<file path="src/rtl/wbarb_pkg.sv">
package wbarb_pkg;
  typedef enum logic {SRC_MISS = 1'b0, SRC_WRITE = 1'b1} src_e;

  // a older than b under modulo-2^w ordering
  function automatic logic seq_before(input logic [31:0] a, input logic [31:0] b,
                                      input int unsigned w);
    logic [31:0] d;
    d = a - b;
    return d[w-1];
  endfunction

  // byte-range intersection of miss [ms,ms+mz) and write [ws,ws+wz)
  function automatic logic range_hit(input logic [32:0] ms, input logic [32:0] mz,
                                     input logic [32:0] ws, input logic [32:0] wz);
    if (ms < ws) return (ms + mz) > ws;
    else         return (ws + wz) > ms;
  endfunction
endpackage

</file>
<file path="src/rtl/wbarb_ord.sv">
module wbarb_ord #(
  parameter int ORD_W = 6
) (
  input  logic             clk,
  input  logic             rst_n,
  input  logic             miss_new,
  input  logic             wr_new,
  output logic [ORD_W-1:0] ord_miss,
  output logic [ORD_W-1:0] ord_wr
);
  logic [ORD_W-1:0] cnt;

  assign ord_miss = cnt;
  assign ord_wr   = cnt + ORD_W'(miss_new);

  always_ff @(posedge clk) begin
    if (!rst_n) cnt <= '0;
    else        cnt <= cnt + ORD_W'(miss_new) + ORD_W'(wr_new);
  end

  AST_ORD_HOLD: assert property (@(posedge clk) disable iff (!rst_n)
    (!miss_new && !wr_new) |=> $stable(ord_miss));
  AST_ORD_DISTINCT: assert property (@(posedge clk) disable iff (!rst_n)
    (miss_new && wr_new) |-> (ord_wr != ord_miss));
endmodule

</file>
<file path="src/rtl/wbarb_wbuf.sv">
module wbarb_wbuf
  import wbarb_pkg::*;
#(
  parameter int ADDR_W = 16,
  parameter int SZ_W   = 5,
  parameter int ORD_W  = 6,
  parameter int DEPTH  = 4,
  localparam int IX_W  = (DEPTH > 1) ? $clog2(DEPTH) : 1
) (
  input  logic              clk,
  input  logic              rst_n,
  input  logic              alloc,
  input  logic [ADDR_W-1:0] alloc_addr,
  input  logic [SZ_W-1:0]   alloc_size,
  input  logic [ORD_W-1:0]  alloc_ord,
  input  logic              alloc_nrs,
  input  logic              issue,
  input  logic              cmp_valid,
  input  logic [IX_W-1:0]   cmp_idx,
  output logic              full,
  output logic              head_valid,
  output logic [IX_W-1:0]   head_idx,
  output logic [ADDR_W-1:0] head_addr,
  output logic [SZ_W-1:0]   head_size,
  output logic [ORD_W-1:0]  head_ord
);
  logic              vld [DEPTH];
  logic              svc [DEPTH];
  logic              nrs [DEPTH];
  logic [ADDR_W-1:0] adr [DEPTH];
  logic [SZ_W-1:0]   siz [DEPTH];
  logic [ORD_W-1:0]  ord [DEPTH];
  logic [IX_W-1:0]   free_idx;

  always_comb begin
    logic found;
    found    = 1'b0;
    free_idx = '0;
    full     = 1'b1;
    for (int i = 0; i < DEPTH; i++) begin
      if (!vld[i]) full = 1'b0;
      if (!vld[i] && !found) begin
        free_idx = IX_W'(i);
        found    = 1'b1;
      end
    end
  end

  always_comb begin
    logic [ORD_W-1:0] best;
    best       = '0;
    head_valid = 1'b0;
    head_idx   = '0;
    for (int i = 0; i < DEPTH; i++) begin
      if (vld[i] && !svc[i] &&
          (!head_valid || seq_before(32'(ord[i]), 32'(best), ORD_W))) begin
        head_valid = 1'b1;
        head_idx   = IX_W'(i);
        best       = ord[i];
      end
    end
    head_addr = adr[head_idx];
    head_size = siz[head_idx];
    head_ord  = best;
  end

  for (genvar g = 0; g < DEPTH; g++) begin : g_slot
    always_ff @(posedge clk) begin
      if (!rst_n) begin
        vld[g] <= 1'b0;
        svc[g] <= 1'b0;
      end else if (alloc && free_idx == IX_W'(g)) begin
        vld[g] <= 1'b1;
        svc[g] <= 1'b0;
      end else if (issue && head_idx == IX_W'(g)) begin
        if (nrs[g]) vld[g] <= 1'b0;
        else        svc[g] <= 1'b1;
      end else if (cmp_valid && cmp_idx == IX_W'(g) && vld[g] && svc[g]) begin
        vld[g] <= 1'b0;
      end
    end

    always_ff @(posedge clk) begin
      if (alloc && free_idx == IX_W'(g)) begin
        adr[g] <= alloc_addr;
        siz[g] <= alloc_size;
        ord[g] <= alloc_ord;
        nrs[g] <= alloc_nrs;
      end
    end
  end

  AST_ALLOC_HAS_ROOM: assert property (@(posedge clk) disable iff (!rst_n)
    alloc |-> !full);
  AST_NORESP_FREED: assert property (@(posedge clk) disable iff (!rst_n)
    (issue && head_valid && nrs[head_idx]) |=> !vld[$past(head_idx)]);
  AST_CMP_FREES: assert property (@(posedge clk) disable iff (!rst_n)
    (cmp_valid && vld[cmp_idx] && svc[cmp_idx]) |=> !vld[$past(cmp_idx)]);
endmodule

</file>
<file path="src/rtl/wbarb_mpick.sv">
module wbarb_mpick
  import wbarb_pkg::*;
#(
  parameter int ADDR_W = 16,
  parameter int SZ_W   = 5,
  parameter int ORD_W  = 6,
  parameter int N      = 4,
  localparam int IX_W  = (N > 1) ? $clog2(N) : 1
) (
  input  logic [N-1:0]        pend,
  input  logic [N*ADDR_W-1:0] addr,
  input  logic [N*SZ_W-1:0]   size,
  input  logic [N*ORD_W-1:0]  ord,
  input  logic                hw_valid,
  input  logic [ADDR_W-1:0]   hw_addr,
  input  logic [SZ_W-1:0]     hw_size,
  input  logic [ORD_W-1:0]    hw_ord,
  output logic                any,
  output logic [IX_W-1:0]     idx,
  output logic                conflict
);
  always_comb begin
    logic [ORD_W-1:0] best;
    best     = '0;
    any      = 1'b0;
    idx      = '0;
    conflict = 1'b0;
    for (int i = 0; i < N; i++) begin
      if (pend[i]) begin
        if (!any || seq_before(32'(ord[i*ORD_W +: ORD_W]), 32'(best), ORD_W)) begin
          any  = 1'b1;
          idx  = IX_W'(i);
          best = ord[i*ORD_W +: ORD_W];
        end
        if (hw_valid &&
            seq_before(32'(ord[i*ORD_W +: ORD_W]), 32'(hw_ord), ORD_W) &&
            range_hit(33'(addr[i*ADDR_W +: ADDR_W]), 33'(size[i*SZ_W +: SZ_W]),
                      33'(hw_addr), 33'(hw_size)))
          conflict = 1'b1;
      end
    end
  end
endmodule

</file>
<file path="src/rtl/wbuf_issue_arb.sv">
module wbuf_issue_arb
  import wbarb_pkg::*;
#(
  parameter int ADDR_W = 16,
  parameter int SZ_W   = 5,
  parameter int ORD_W  = 6,
  parameter int WB_N   = 4,
  parameter int MQ_N   = 4,
  localparam int WB_IX_W = (WB_N > 1) ? $clog2(WB_N) : 1,
  localparam int MQ_IX_W = (MQ_N > 1) ? $clog2(MQ_N) : 1,
  localparam int IDX_W   = (WB_IX_W > MQ_IX_W) ? WB_IX_W : MQ_IX_W
) (
  input  logic                   clk,
  input  logic                   rst_n,
  input  logic                   wr_alloc_en,
  input  logic                   mq_new,
  output logic [ORD_W-1:0]       ord_miss,
  input  logic                   wa_valid,
  output logic                   wa_ready,
  input  logic [ADDR_W-1:0]      wa_addr,
  input  logic [SZ_W-1:0]        wa_size,
  input  logic                   wa_uncache,
  input  logic                   wa_noresp,
  output logic                   wa_to_mq,
  output logic [ORD_W-1:0]       ord_wr,
  input  logic [MQ_N-1:0]        mq_pend,
  input  logic [MQ_N*ADDR_W-1:0] mq_addr,
  input  logic [MQ_N*SZ_W-1:0]   mq_size,
  input  logic [MQ_N*ORD_W-1:0]  mq_ord,
  output logic                   iss_valid,
  input  logic                   iss_ready,
  output logic                   iss_src,
  output logic [IDX_W-1:0]       iss_idx,
  output logic [ADDR_W-1:0]      iss_addr,
  output logic [SZ_W-1:0]        iss_size,
  input  logic                   cmp_valid,
  input  logic [WB_IX_W-1:0]     cmp_idx,
  output logic                   wb_busreq,
  output logic                   wb_blocked
);
  logic               full, hw_valid, m_any, conflict, pick_wr;
  logic               wa_fire, to_pool, wb_issue;
  logic [WB_IX_W-1:0] hw_idx;
  logic [ADDR_W-1:0]  hw_addr;
  logic [SZ_W-1:0]    hw_size;
  logic [ORD_W-1:0]   hw_ord;
  logic [MQ_IX_W-1:0] m_idx;
  src_e               src;

  assign wa_ready = !full;
  assign wa_fire  = wa_valid && wa_ready;
  assign to_pool  = wa_uncache || wa_noresp || !wr_alloc_en;
  assign wa_to_mq = wa_fire && !to_pool;

  wbarb_ord #(.ORD_W(ORD_W)) u_ord (
    .clk(clk), .rst_n(rst_n), .miss_new(mq_new), .wr_new(wa_fire),
    .ord_miss(ord_miss), .ord_wr(ord_wr));

  wbarb_wbuf #(.ADDR_W(ADDR_W), .SZ_W(SZ_W), .ORD_W(ORD_W), .DEPTH(WB_N)) u_wbuf (
    .clk(clk), .rst_n(rst_n),
    .alloc(wa_fire && to_pool), .alloc_addr(wa_addr), .alloc_size(wa_size),
    .alloc_ord(ord_wr), .alloc_nrs(wa_noresp),
    .issue(wb_issue), .cmp_valid(cmp_valid), .cmp_idx(cmp_idx),
    .full(full), .head_valid(hw_valid), .head_idx(hw_idx),
    .head_addr(hw_addr), .head_size(hw_size), .head_ord(hw_ord));

  wbarb_mpick #(.ADDR_W(ADDR_W), .SZ_W(SZ_W), .ORD_W(ORD_W), .N(MQ_N)) u_mpick (
    .pend(mq_pend), .addr(mq_addr), .size(mq_size), .ord(mq_ord),
    .hw_valid(hw_valid), .hw_addr(hw_addr), .hw_size(hw_size), .hw_ord(hw_ord),
    .any(m_any), .idx(m_idx), .conflict(conflict));

  always_comb begin
    pick_wr  = hw_valid && !conflict && (full || !m_any);
    src      = pick_wr ? SRC_WRITE : SRC_MISS;
    iss_src  = src;
    iss_valid = m_any || hw_valid;
    iss_idx  = pick_wr ? IDX_W'(hw_idx) : IDX_W'(m_idx);
    iss_addr = pick_wr ? hw_addr : mq_addr[m_idx*ADDR_W +: ADDR_W];
    iss_size = pick_wr ? hw_size : mq_size[m_idx*SZ_W +: SZ_W];
  end

  assign wb_issue   = iss_valid && iss_ready && pick_wr;
  assign wb_busreq  = hw_valid;
  assign wb_blocked = full;

  AST_CONFLICT_MISS_FIRST: assert property (@(posedge clk) disable iff (!rst_n)
    conflict |-> (iss_valid && iss_src == SRC_MISS));
  AST_FULL_PREFERS_WRITE: assert property (@(posedge clk) disable iff (!rst_n)
    (wb_blocked && wb_busreq && !conflict) |-> (iss_src == SRC_WRITE));
  AST_BUSREQ_OFFERS: assert property (@(posedge clk) disable iff (!rst_n)
    wb_busreq |-> iss_valid);
  AST_MQ_ROUTE_KEEPS_POOL: assert property (@(posedge clk) disable iff (!rst_n)
    (wa_to_mq && !wb_issue && !cmp_valid) |=> $stable(wb_blocked));
endmodule

</file>
<file path="config.mk">
export PLATFORM = sky130hd
export DESIGN_NAME = wbuf_issue_arb
export DESIGN_NICKNAME = d
export VERILOG_FILES = /design/src/rtl/wbarb_pkg.sv /design/src/rtl/wbarb_ord.sv /design/src/rtl/wbarb_wbuf.sv /design/src/rtl/wbarb_mpick.sv /design/src/rtl/wbuf_issue_arb.sv
export SDC_FILE = /design/constraint.sdc
export NUM_CORES = 1
export LEC_CHECK = 0
export ABC_AREA = 1
export BUFFER_PORTS_ARGS = -buffer_cell sky130_fd_sc_hd__buf_2
export CAP_MARGIN = 25
export CELL_PAD_IN_SITES_DETAIL_PLACEMENT = 2
export CELL_PAD_IN_SITES_GLOBAL_PLACEMENT = 2
export CORE_ASPECT_RATIO = 1.1
export CORE_UTILIZATION = 38
export CTS_CLUSTER_SIZE = 14
export DETAILED_ROUTE_END_ITERATION = 7
export MAX_ROUTING_LAYER = met4
export PLACE_DENSITY = 0.95
export SLEW_MARGIN = 20
export SYNTH_ARGS = -nofsm -noshare
export SYNTH_HDL_FRONTEND = slang
export SYNTH_SLANG_ARGS = --single-unit
</file>
<file path="constraint.sdc">
create_clock -name clk -period 20.1 [get_ports clk]
set_input_delay 1.005 -clock clk [delete_from_list [all_inputs] [get_ports clk]]
set_output_delay 1.005 -clock clk [all_outputs]
set_load 0.01 [all_outputs]
</file>
Word-level counts from Yosys, hierarchy flattened

Memories as Yosys holds them, arrays and structs flattened.
Index checks and enable logic that the tools add are counted.
Widths: inputs -> output; s select.

Bits in registers: 6
Latch bits: 0
RAM bits: 120
Bits in read-only memories: 0
Input bits: 144
Output and inout bits: 41
Logic and storage cells: 350
Memories kept: 6

Add/sub/neg operators: 17
Multipliers: 1
Divide/modulo/power cells: 0
Magnitude comparators: 12
Equal/unequal tests: 9
Shift operators: 2
Mux-type cells: 192
Bitwise operators: 20
Reduce and logical (&&, ||, !) cells: 90

Memories:

| memory     | words | bits a word | read ports | clocked after Yosys merged registers in | write ports | line             | RTL |
|---|---|---|---|---|---|---|---|
| u_wbuf.adr | 4     | 16          | 1          | 0                                       | 1           | wbarb_wbuf.sv:30 | `logic [ADDR_W-1:0] adr [DEPTH];` |
| u_wbuf.ord | 4     | 6           | 4          | 0                                       | 1           | wbarb_wbuf.sv:32 | `logic [ORD_W-1:0] ord [DEPTH];` |
| u_wbuf.siz | 4     | 5           | 1          | 0                                       | 1           | wbarb_wbuf.sv:31 | `logic [SZ_W-1:0] siz [DEPTH];` |
| u_wbuf.nrs | 4     | 1           | 4          | 0                                       | 1           | wbarb_wbuf.sv:29 | `logic nrs [DEPTH];` |
| u_wbuf.svc | 4     | 1           | 4          | 0                                       | 4           | wbarb_wbuf.sv:28 | `logic svc [DEPTH];` |
| u_wbuf.vld | 4     | 1           | 4          | 0                                       | 4           | wbarb_wbuf.sv:27 | `logic vld [DEPTH];` |

Operator list:

| cell                | count |
|---|---|
| $gt 33x16->1        | 8 |
| $mux 1              | 150 |
| $add 16x5->17       | 5 |
| $mux 6              | 12 |
| $lt 16x16->1        | 4 |
| $mux 16             | 4 |
| $shiftx 64x7->16    | 1 |
| $sub 6x6->6         | 10 |
| $reduce_or 16->1    | 3 |
| $logic_and 1x1->1   | 45 |
| $mux 2              | 22 |
| $logic_not 1->1     | 20 |
| $mux 5              | 4 |
| $or 1x1->1          | 20 |
| $shiftx 20x6->5     | 1 |
| $reduce_or 6->1     | 3 |
| $reduce_or 5->1     | 3 |
| $add 6x1->6         | 2 |
| $eq 2x2->1 const B  | 6 |
| $logic_or 1x1->1    | 10 |
| $eq 2x1->1 const B  | 3 |
| $logic_not 2->1     | 3 |
| $mul 2x3->5 const B | 1 |
| $reduce_or 1->1     | 3 |

Logic depth before layout (Yosys ltp)

Gate-level depths: netlist of run 1.
An unclocked memory read counts as a cell.

Depth in word-level cells: 41
Mapped depth: 71
Depth with buffers taken out: 68

Modules after synthesis

From an unflattened synthesis of run 1, not the netlist that was laid out.

Cell total of the unflattened synthesis: 1891
Area total of the unflattened synthesis: 14198.6 um^2

By module, submodules not included:

| module         | instances | cells an instance | area each (um^2) | seq. area each (um^2) |
|---|---|---|---|---|
| wbarb_mpick    | 1         | 1108              | 7412.1           | 0.0 |
| wbarb_wbuf     | 1         | 447               | 5171.2           | 3583.4 |
| wbuf_issue_arb | 1         | 278               | 1223.7           | 0.0 |
| wbarb_ord      | 1         | 58                | 391.6            | 120.1 |

Worst setup path after synthesis of run 1

No wires, ideal clock.

Path kind: reg-to-output
Start: memory u_wbuf.svc[0]
End: output port iss_idx[0]
Data arrival time: 9.092 ns
Required time: 19.095 ns
Slack: 10.003 ns
Cell stages (with the launch flop): 63
Path buffers: 4
Cell sequence: edfxtp_1 > nor2_4 > nand2_1 > ha_1 > nand2_1 > inv_1 > a21oi_1 > nand2_1 > nand2_1 > nand3_2 > nand2_2 > clkbuf_1 > o21ai_0 > ha_1 > a21oi_1 > nor2_1 > a211oi_1 > nand2_1 > [... 27 more ...] > nor2_1 > xor2_1 > inv_1 > ha_1 > nand2_1 > inv_1 > nand4_1 > or4_1 > o21ai_0 > nand2_1 > inv_1 > nand2_1 > nand3_1 > nand3_2 > nor2_4 > buf_2 > nor2_1 > a21oi_1

RTL lines:

| element         | line                 | RTL |
|---|---|---|
| start, declared | wbarb_wbuf.sv:28     |  |
| end, declared   | wbuf_issue_arb.sv:33 | `output logic [IDX_W-1:0] iss_idx,` |

==> results.yml, run 1 <==
status:
  status: "completed"
critical_path:
  critPathKind: "reg -> out"
  critPathMaxStageDelay_ns: 0.50
  path_max_fanout: 51
  cp_data_required_time_ns: 19.09
  crit_path_start_kind: "flop"
  cp-end-kind: "primary output"
  cpMostUsedCell: "nand2_1"
  cp.arrival_ns: 12.30
  crit_slowest_cell: "edfxtp_1"
logic_synthesis:
  syn_area_um2: 13630
  synthCells: 1709
  yosys_most_used_dff: "edfxtp_1"
  yosysTopAreaCellShare: 0.2600
  synth-edff-count: 118
  synth_seq_cells: 126
  synthSimpleGateAreaFrac: 0.2011
  yosysWarnings: 0
  yosysSeqAreaShare: 0.2718
  synthDistinctLibCells: 57
  synth_top_cells_by_area: "edfxtp_1 (26%), ha_1 (24%), nand2_1 (8.9%), inv_1 (6.4%), a21oi_1 (5.1%)"
  synth_top_family_by_area: "adder cells"
  synth.largest_area_cell: "edfxtp_1"
  synth_xor_area_frac: 0.04820
  synth_compound_area_frac: 0.1575
  syn_area_per_cell_um2: 7.974
  async_flop_share: 0
  synth_mux_area_frac: 0
  synth_nets: 2115
  synthAdderAreaFrac: 0.2433
die:
  die_h_um: 200.6
  core_area_um2: 35220
  die_width_um: 182.6
  dieArea_um2: 36620
  num_rows: 72
  initial_core_util: 0.3869
  ioPinCount: 185
final_layout:
  fill_cells: 4098
  fin_area_um2: 15720
  ff_latch_area_um2: 3704
  layout-drive-gt1-share: 0.1451
  multi_input_area_um2: 8864
  fin_nets: 2302
  areaGrowthSynthToFinish_pct: 15.35
pwr:
  p_seq_frac: 0.245
  irDropWorstVdd_v: 0.00006367
  p_sw_w: 0.0005449
  intPower_w: 0.0007027
  leakage_nw: 7.724
  p_sw_frac: 0.4367
  power_w: 0.001248
  clkPwrFrac: 0.255
  pwr_density_cell_nw_per_um2: 79.37
  combPwrFrac: 0.500
drt:
  avgRoutedWirePerCell_um: 25.77
  final_antenna_net_count: 0
  drt_iter0_markers: 699
  drt_wl_total_mm: 61.77
  post_drt_via_cell_ratio: 5.867
  drc: 0
  dr.pass1.iters: 6
  num_vias: 14060
global_routing:
  grt_max_degree: 52
  grt_pass1_wl_mm: 93.51
  grt_pass1_vias: 15910
  grt_antenna_before_repair: 7
  grt_overflow: 0
  grtUsageTotal: 0.3482
place:
  io_buffers: 184
  place.gp.congestion: 0.9440
  dpl_cell_area_um2: 15090
  hpwlAfterDp_mm: 50.40
  pre_cts_slack_ns: 7.738
clock_tree:
  cts.sinks: 126
  cts_hold_repair.buffers: 0
  cts_setup_buffers: 0
  cts_root_buffer: "clkbuf_16"
  path_clk_slew_ns: 0.06
  cts_made_buffers: 17
  clockBufferDepth: 2
  cts_resized: 0
  htree_levels: 4
  cts_tree: "built"
  insertion_delay_ns: 0.43
timing:
  rsz0062_at_grt: "no"
  finalCritPeriodShare: 0.6620
  finalHoldViolCount: 0
  fin_tns_setup_ns: 0
  finalSetupViolations: 0
  fin_hold_ws_ns: 0.5251
  finalCriticalPeriod_ns: 13.31
  maxSlewHeadroom: 0.4219
  fin_skew_ns: 0.007436
  fin_ws_ns: 6.795
  fmaxAchievable_mhz: 75.16
  slew_viol_final: 0
  tightest_slew_ns: 0.8452
flow_run:
  drv_cap: 0
min_path:
  hold_path_class: "reg -> reg"
## worst paths after layout
kind	from	to	slack, ns	cells after the start
worst min register to register	u_wbuf.svc[2]$_DFF_P_	u_wbuf.svc[2]$_DFF_P_	0.53	2
worst max register to register	u_wbuf.svc[0]$_DFFE_PP_	u_wbuf.svc[0]$_DFFE_PP_	7.80	62
worst min-delay path	u_wbuf.svc[2]$_DFF_P_	u_wbuf.svc[2]$_DFF_P_	0.53	2
worst max-delay path	u_wbuf.svc[0]$_DFFE_PP_	iss_addr[2]	6.79	61
## cell type report
class,instances,share of cell area
well taps,481,0.03829
diodes,7,0.001114
repair buffers,199,0.06559
flip-flops and latches,126,0.2356
multi-input cells,1312,0.5639
clock inverters,14,0.01075
clock buffers,18,0.02730
inverters,240,0.05747
## synthesized netlist by cell type (all sizes together), types with 3 or more instances
master,n
a211oi,11
a21o,9
a21oi,140
a221oi,7
a22o,4
a22oi,15
a31oi,8
buf,14
clkbuf,17
dfxtp,8
edfxtp,118
fa,5
ha,257
inv,240
nand2,328
nand3,82
nand3b,3
nand4,47
nor2,128
nor3,22
nor4,6
o211ai,6
o21ai,94
o21bai,9
o221a,4
o221ai,19
o22ai,6
o31ai,5
o32ai,5
or2,4
xnor2,5
xor2,70
## cells in the final DEF (no fill, tap or decap), types with 8 or more instances in the layout
cell type and n:
a211oi_1 11, a21o_1 9, a21oi_1 140, a22oi_1 15, a31oi_1 8, buf_2 184, buf_4 13, clkbuf_16 17
dfxtp_1 8, edfxtp_1 118, ha_1 257, inv_1 232, nand2_1 322, nand3_1 75, nand4_1 46, nor2_1 118
nor3_1 21, o21ai_0 68, o21ai_1 25, o21bai_1 9, o221ai_1 19, xor2_1 70
## state kept, by name (all words and copies together) (netlist names)
name            count
u_wbuf.adr         64
u_wbuf.ord         24
u_wbuf.siz         20
u_ord.ord_miss      6
u_wbuf.nrs          4
u_wbuf.svc          4
u_wbuf.vld          4
## layer usage
metal / global-route usage / share of wire / up-vias
met4: 0.2047 / 0.064 / 0
met5: - / 0 / -
li1: - / - / 6375
met1: 0.3712 / 0.39 / 7014
met3: 0.03157 / 0.033 / 220
met2: 0.6239 / 0.52 / 455
## worst max-delay path: cells and delay by family (launching register included)
family,cells,cell delay (ns)
simple gates,32,4.18
compound gates,13,3.38
buf+inv,10,1.68
fa+ha+maj,5,1.66
flops,1,0.50
xor+xnor,1,0.40
## through the flow
stage                 util  cells
floorplan                -   1709
global placement    0.4284   2356
detailed placement  0.4284   2356
CTS                 0.4453   2388
global route        0.4463   2397
finish              0.4463   2397
## power by group through the flow
| stage | clock network [W] | registers (W) | logic, W |
|---|---|---|---|
| after floorplan | 0 | 0.000308 | 0.000365 |
| after global placement | 0 | 0.000309 | 0.000547 |
| after detailed placement | 0 | 0.000310 | 0.000607 |
| after CTS | 0.000323 | 0.000305 | 0.000614 |
| after global routing | 0.000331 | 0.000306 | 0.000675 |
| final | 0.000319 | 0.000306 | 0.000623 |
## kinds of logic after synthesis
kind of cell    count (synthesis)
simple gates                  622
xor+xnor                       75
buf+inv                       271
flops                         126
fa+ha+maj                     262
compound gates                353
No activity file was read; power rests on OpenSTA's default activity.
==> run 2: changes to the inputs <==
CORE_UTILIZATION = 35   (was 38)
PLACE_DENSITY = 0.94   (was 0.95)
clock period = 12.8 ns   (was 20.1 ns; I/O delays follow)
==> results.yml, run 2 (synthesized netlist as in run 1, its figures left out) <==
status:
  status: "completed"
timing:
  fin_tns_setup_ns: 0
  slew_viol_final: 0
  finalHoldViolCount: 0
  fin_hold_ws_ns: 0.4400
  fin_skew_ns: 0.01270
  tightest_slew_ns: 1.051
  maxSlewHeadroom: 0.2814
  finalCriticalPeriod_ns: 12.26
  fmaxAchievable_mhz: 81.57
  finalSetupViolations: 0
  finalCritPeriodShare: 0.9578
clock_tree:
  cts_tree: "built"
  cts_hold_repair.buffers: 0
  cts_root_buffer: "clkbuf_16"
  clockBufferDepth: 2
  cts_made_buffers: 17
  htree_levels: 4
  path_clk_slew_ns: 0.06
  insertion_delay_ns: 0.43
  cts.sinks: 126
drt:
  drt_iter0_markers: 721
  post_drt_via_cell_ratio: 5.787
  final_antenna_net_count: 0
  drc: 0
  dr.pass1.iters: 8
  drt_wl_total_mm: 61.27
  num_vias: 14010
  avgRoutedWirePerCell_um: 25.32
die:
  dieArea_um2: 39730
  initial_core_util: 0.3559
  die_h_um: 208.9
  num_rows: 75
  die_width_um: 190.1
  ioPinCount: 185
  core_area_um2: 38290
pwr:
  clkPwrFrac: 0.238
  leakage_nw: 7.762
  p_seq_frac: 0.249
  pwr_density_cell_nw_per_um2: 121.6
  intPower_w: 0.001068
  p_sw_frac: 0.4443
  irDropWorstVdd_v: 0.0001052
  p_sw_w: 0.0008541
  combPwrFrac: 0.513
  power_w: 0.001922
critical_path:
  cpMostUsedCell: "nand2_1"
  critPathKind: "reg -> out"
  critPathMaxStageDelay_ns: 0.68
  crit_path_start_kind: "flop"
  cp.arrival_ns: 11.62
  crit_slowest_cell: "nor3_1"
  cp-end-kind: "primary output"
  cp_data_required_time_ns: 12.16
  path_max_fanout: 27
global_routing:
  grt_antenna_before_repair: 6
  grt_pass1_wl_mm: 92.01
  grtUsageTotal: 0.3155
  grt_overflow: 0
  grt_max_degree: 43
  grt_pass1_vias: 15610
final_layout:
  final_cell_count_no_fill: 2420
  areaGrowthSynthToFinish_pct: 16.03
  final_common_cell: "nand2_1"
  largestRegisters: "u_wbuf.adr x64, u_wbuf.ord x24, u_wbuf.siz x20"
  fin_area_um2: 15810
  largest_reg_flops: 64
  top_register: "u_wbuf.adr"
  layout_common_cells: "nand2_1 (323), ha_1 (257), inv_1 (232), buf_2 (184), a21oi_1 (140)"
  layout-drive-gt1-share: 0.1484
  fin_nets: 2307
place:
  io_buffers: 184
  dpl_cell_area_um2: 15110
  place.gp.congestion: 0.9788
  hpwlAfterDp_mm: 49.71
  place_inst: 2375
flow_run:
  drv_cap: 0
min_path:
  hold_path_class: "in -> reg"
## run 2: changes by cell type in the layout (fill, tap and decap cells not counted), sizes merged, moves of 2 or more
cell / change
clkinv: +3
bufinv: -2
buf: +6
clkinvlp: -3
## run 2: critical path, delay by kind of cell (launching register included)
family | cells | cell delay [ns]
AOI/OAI and AO/OA | 16 | 3.03
xor gates and xnor gates | 1 | 0.28
adders and majority gates | 5 | 1.49
buffers and inverters | 10 | 1.36
DFF | 1 | 0.52
and+or+nand+nor | 29 | 4.49
## run 2: routing by layer
metal,track usage,share of wire,up-vias
li1,-,-,6379
met1,0.3373,0.38,6938
met2,0.5649,0.52,486
met3,0.03779,0.042,202
met4,0.1672,0.058,0
met5,-,0,-
## run 2: area by class of cell
cell class                 count  area (um2)
clock buffer                  19       432.9
clock inverter                13       116.4
timing repair buffer         203        1084
sequential                   126        3704
antenna                        6       15.01
tap                          500       625.6
inverter                     240       905.9
multi-input combinational   1313        8929
fill                        4395       22480
## run 2: worst paths after layout
path	start	to	slack, ns	depth (start not counted)
max reg2reg	u_wbuf.svc[0]$_DFFE_PP_	u_wbuf.vld[3]$_SDFFCE_PP0P_	1.17	60
min reg2reg	u_wbuf.svc[2]$_DFF_P_	u_wbuf.svc[2]$_DFF_P_	0.48	2
min	wa_addr[6]	u_wbuf.adr[0][6]$_DFFE_PP_	0.44	1
max	u_wbuf.svc[0]$_DFFE_PP_	iss_size[1]	0.54	61
## run 2: what timing repair did
action / 4_1_cts / 5_1_grt
gates cloned: 1 / 0
buffers inserted: 0 / 5
endpoints found under the setup margin: 12 / 31
endpoints found under the hold margin: 0 / 0
gates resized for setup: 0 / 15
pin swaps: 1 / 3
## run 2: power groups by stage
stage	clock (W)	sequential, W	combinational [W]
after floorplan	0	0.000484	0.000573
final	0.000457	0.000479	0.000986
after CTS	0.000462	0.000479	0.000959
after detailed placement	0	0.000487	0.000947
after global routing	0.000474	0.000480	0.00107
after global placement	0	0.000485	0.000863
## run 2: metrics by stage
stage	setup slack [ns]	utilization
final	0.5407	0.4130
after global routing	-0.06978	0.4130
after floorplan	3.068	-
after detailed placement	0.5839	0.3947
after CTS	0.08894	0.4092
after global placement	1.735	0.3947
==> run 3: changes to the inputs <==
PLACE_DENSITY = 0.95   (was 0.94)
REMOVE_ABC_BUFFERS = 1   (was unset)
SYNTH_HIERARCHICAL = 1   (was unset)
==> results.yml, run 3 <==
status:
  status: "completed"
logic_synthesis:
  synth_common_cells: "nand2_1 (470), ha_1 (257), inv_1 (249)"
  syn_area_per_cell_um2: 7.509
  async_flop_share: 0
  synth.largest_area_cell: "edfxtp_1"
  synthDistinctLibCells: 52
  yosysSeqAreaShare: 0.2608
  synthCells: 1891
  syn_area_um2: 14200
  yosysTopAreaCellShare: 0.2496
  synth-edff-count: 118
  synth_top_cells_by_area: "edfxtp_1 (25%), ha_1 (23%), nand2_1 (12%), nand3_1 (6.6%), inv_1 (6.6%)"
  yosys_most_used_dff: "edfxtp_1"
  yosysWarnings: 6
  synth_most_common_cell: "nand2_1"
  synth_seq_cells: 126
timing:
  maxSlewHeadroom: 0.3041
  finalCriticalPeriod_ns: 11.86
  slew_viol_final: 0
  fin_tns_setup_ns: 0
  tightest_slew_ns: 1.033
  finalHoldViolCount: 0
  fmaxAchievable_mhz: 84.29
  rsz0062_at_grt: "no"
  finalCritPeriodShare: 0.9268
  finalSetupViolations: 0
  fin_skew_ns: 0.009632
drt:
  dr_wl_met3_mm: 1.665
  num_vias: 14790
  drt_wl_total_mm: 62.25
  drt-met1-wl_mm: 25.01
  drt_iter0_markers: 710
  avgRoutedWirePerCell_um: 23.98
  routed.top_layer: "met4"
  dr_wl_met2_mm: 32.83
  final_antenna_net_count: 0
  drc: 0
  dr.pass1.iters: 5
  post_drt_via_cell_ratio: 5.696
critical_path:
  critPathKind: "reg -> out"
  ff2ff_path_depth: 64
  crit_slowest_cell: "edfxtp_1"
  worst_r2r_startpoint: "u_wbuf/vld[0]$_SDFFCE_PP0P_"
  crit_family: "simple AND/OR/NAND/NOR gates"
  crit_path_start_kind: "flop"
  startpoint: "u_wbuf/vld[0]$_SDFFCE_PP0P_"
  cp.arrival_ns: 11.22
  cp-end-kind: "primary output"
  cp_data_required_time_ns: 12.16
  critPathMaxStageDelay_ns: 0.48
  path_max_fanout: 37
  r2r_end: "u_wbuf/svc[0]$_DFFE_PP_"
  r2r_slack_ns: 1.22
  cpMostUsedCell: "nand2_1"
  endpoint: "iss_addr[11]"
  crit_cells: 64
  crit_buf_inv: 7
die:
  ioPinCount: 185
  die_h_um: 213.2
  dieArea_um2: 41380
  initial_core_util: 0.3543
  die_width_um: 194.0
  core_area_um2: 40080
  num_rows: 77
place:
  io_buffers: 184
  hpwlAfterDp_mm: 50.05
  place.gp.congestion: 0.9206
  place_inst: 2557
clock_tree:
  cts_made_buffers: 17
  cts_hold_repair.buffers: 0
  cts_root_buffer: "clkbuf_16"
  cts.sinks: 126
  htree_levels: 4
  insertion_delay_ns: 0.43
  cts_tree: "built"
  path_clk_slew_ns: 0.06
  clockBufferDepth: 2
final_layout:
  layout-drive-gt1-share: 0.1343
  largest_reg_flops: 64
  areaGrowthSynthToFinish_pct: 14.84
  largestRegisters: "u_wbuf/adr x64, u_wbuf/ord x24, u_wbuf/siz x20"
  final_cell_count_no_fill: 2596
  fin_nets: 2470
  final_common_cell: "nand2_1"
  layout_common_cells: "nand2_1 (469), ha_1 (257), inv_1 (249), nand3_1 (187), buf_2 (184)"
  top_register: "u_wbuf/adr"
min_path:
  hold_path_class: "in -> reg"
  hp-start: "wa_addr[8]"
  min_path_cells: 1
pwr:
  combPwrFrac: 0.496
  leakage_nw: 8.060
  p_sw_frac: 0.4337
  p_sw_w: 0.0008637
  clkPwrFrac: 0.261
  p_seq_frac: 0.242
  pwr_density_cell_nw_per_um2: 122.1
  irDropWorstVdd_v: 0.0001021
  intPower_w: 0.001128
global_routing:
  grt_antenna_before_repair: 6
  grtUsageTotal: 0.3074
  grt_pass1_vias: 16830
  grt_pass1_wl_mm: 94.27
  grt_overflow: 0
  grt_max_degree: 44
flow_run:
  drv_cap: 0
==> run 3: cell count changes after synthesis, sizes merged, moves of 19 or more <==
cell	before	now
nand2	328	487
nand3	82	197
a21oi	140	112
xor2	70	48
o21ai	94	73
o221ai	19	0
==> run 3: per-layer routing <==
metal,GRT usage,vias to the layer above
li1,-,6825
met1,0.3246,7417
met2,0.5754,395
met3,0.02654,150
met4,0.1549,0
met5,-,-
==> run 3: area by class of cell <==
| class | count | area (um2) |
|---|---|---|
| Sequential cell | 126 | 3704 |
| Timing Repair Buffer | 193 | 1001 |
| Inverter | 259 | 994.7 |
| Clock inverter | 11 | 166.4 |
| Multi-Input combinational cell | 1467 | 9323 |
| Antenna cell | 6 | 15.01 |
| Fill cell | 4751 | 23770 |
| Clock buffer | 21 | 460.4 |
| Tap cell | 513 | 641.9 |
==> run 3: how the worst min path moves through the flow <==
| stage | end | slack (ns) |
|---|---|---|
| final | u_wbuf/adr[1][8]$_DFFE_PP_ | 0.43 |
| after floorplan | u_wbuf/vld[2]$_DFF_P_ | 0.47 |
| after detailed placement | u_wbuf/vld[2]$_DFF_P_ | 0.53 |
| after CTS | u_wbuf/adr[1][8]$_DFFE_PP_ | 0.42 |
| after global placement | u_wbuf/vld[2]$_DFF_P_ | 0.51 |
| after global routing | u_wbuf/adr[1][6]$_DFFE_PP_ | 0.43 |
==> run 3: what timing repair did <==
item / in CTS / in global routing
setup endpoints to repair: 0 / 34
buffers inserted: 0 / 0
gates resized for setup: 0 / 19
hold endpoints to repair: 0 / 0
==> run 3: logic make-up (layout without fill, tap and decap cells) <==
| group | Yosys count | in the layout | synth area share |
|---|---|---|---|
| compound gates | 250 | 250 | 0.1003 |
| xor+xnor | 56 | 56 | 0.03454 |
| fa+ha+maj | 262 | 262 | 0.2335 |
| buf+inv | 298 | 484 | 0.08645 |
| flops | 126 | 126 | 0.2608 |
| other cells | 0 | 6 | 0 |
| simple gates | 899 | 899 | 0.2844 |
==> run 3: power by group through the flow <==
stage          Sequential [W]  Clock (W)  Combinational (W)
2_1_floorplan        0.000488          0           0.000569
3_3_place_gp         0.000487          0           0.000869
3_5_place_dp         0.000490          0           0.000962
4_1_cts              0.000482   0.000528           0.000970
5_1_grt              0.000484   0.000539            0.00107
6_report             0.000482   0.000521           0.000988
==> run 3: stage by stage <==
stage | total power (W) | instance area (um2) | util | hold slack (ns) | setup WS (ns)
finish | 0.001992 | 16310 | 0.4068 | 0.4320 | 0.9363
global route | 0.002097 | 16310 | 0.4068 | 0.4309 | 0.05414
CTS | 0.001981 | 16210 | 0.4046 | 0.4206 | 0.1903
detailed placement | 0.001452 | 15590 | 0.3889 | 0.5268 | 0.8642
global placement | 0.001357 | 15590 | 0.3889 | 0.5108 | 1.979
floorplan | 0.001056 | 13950 | - | 0.4662 | 2.943
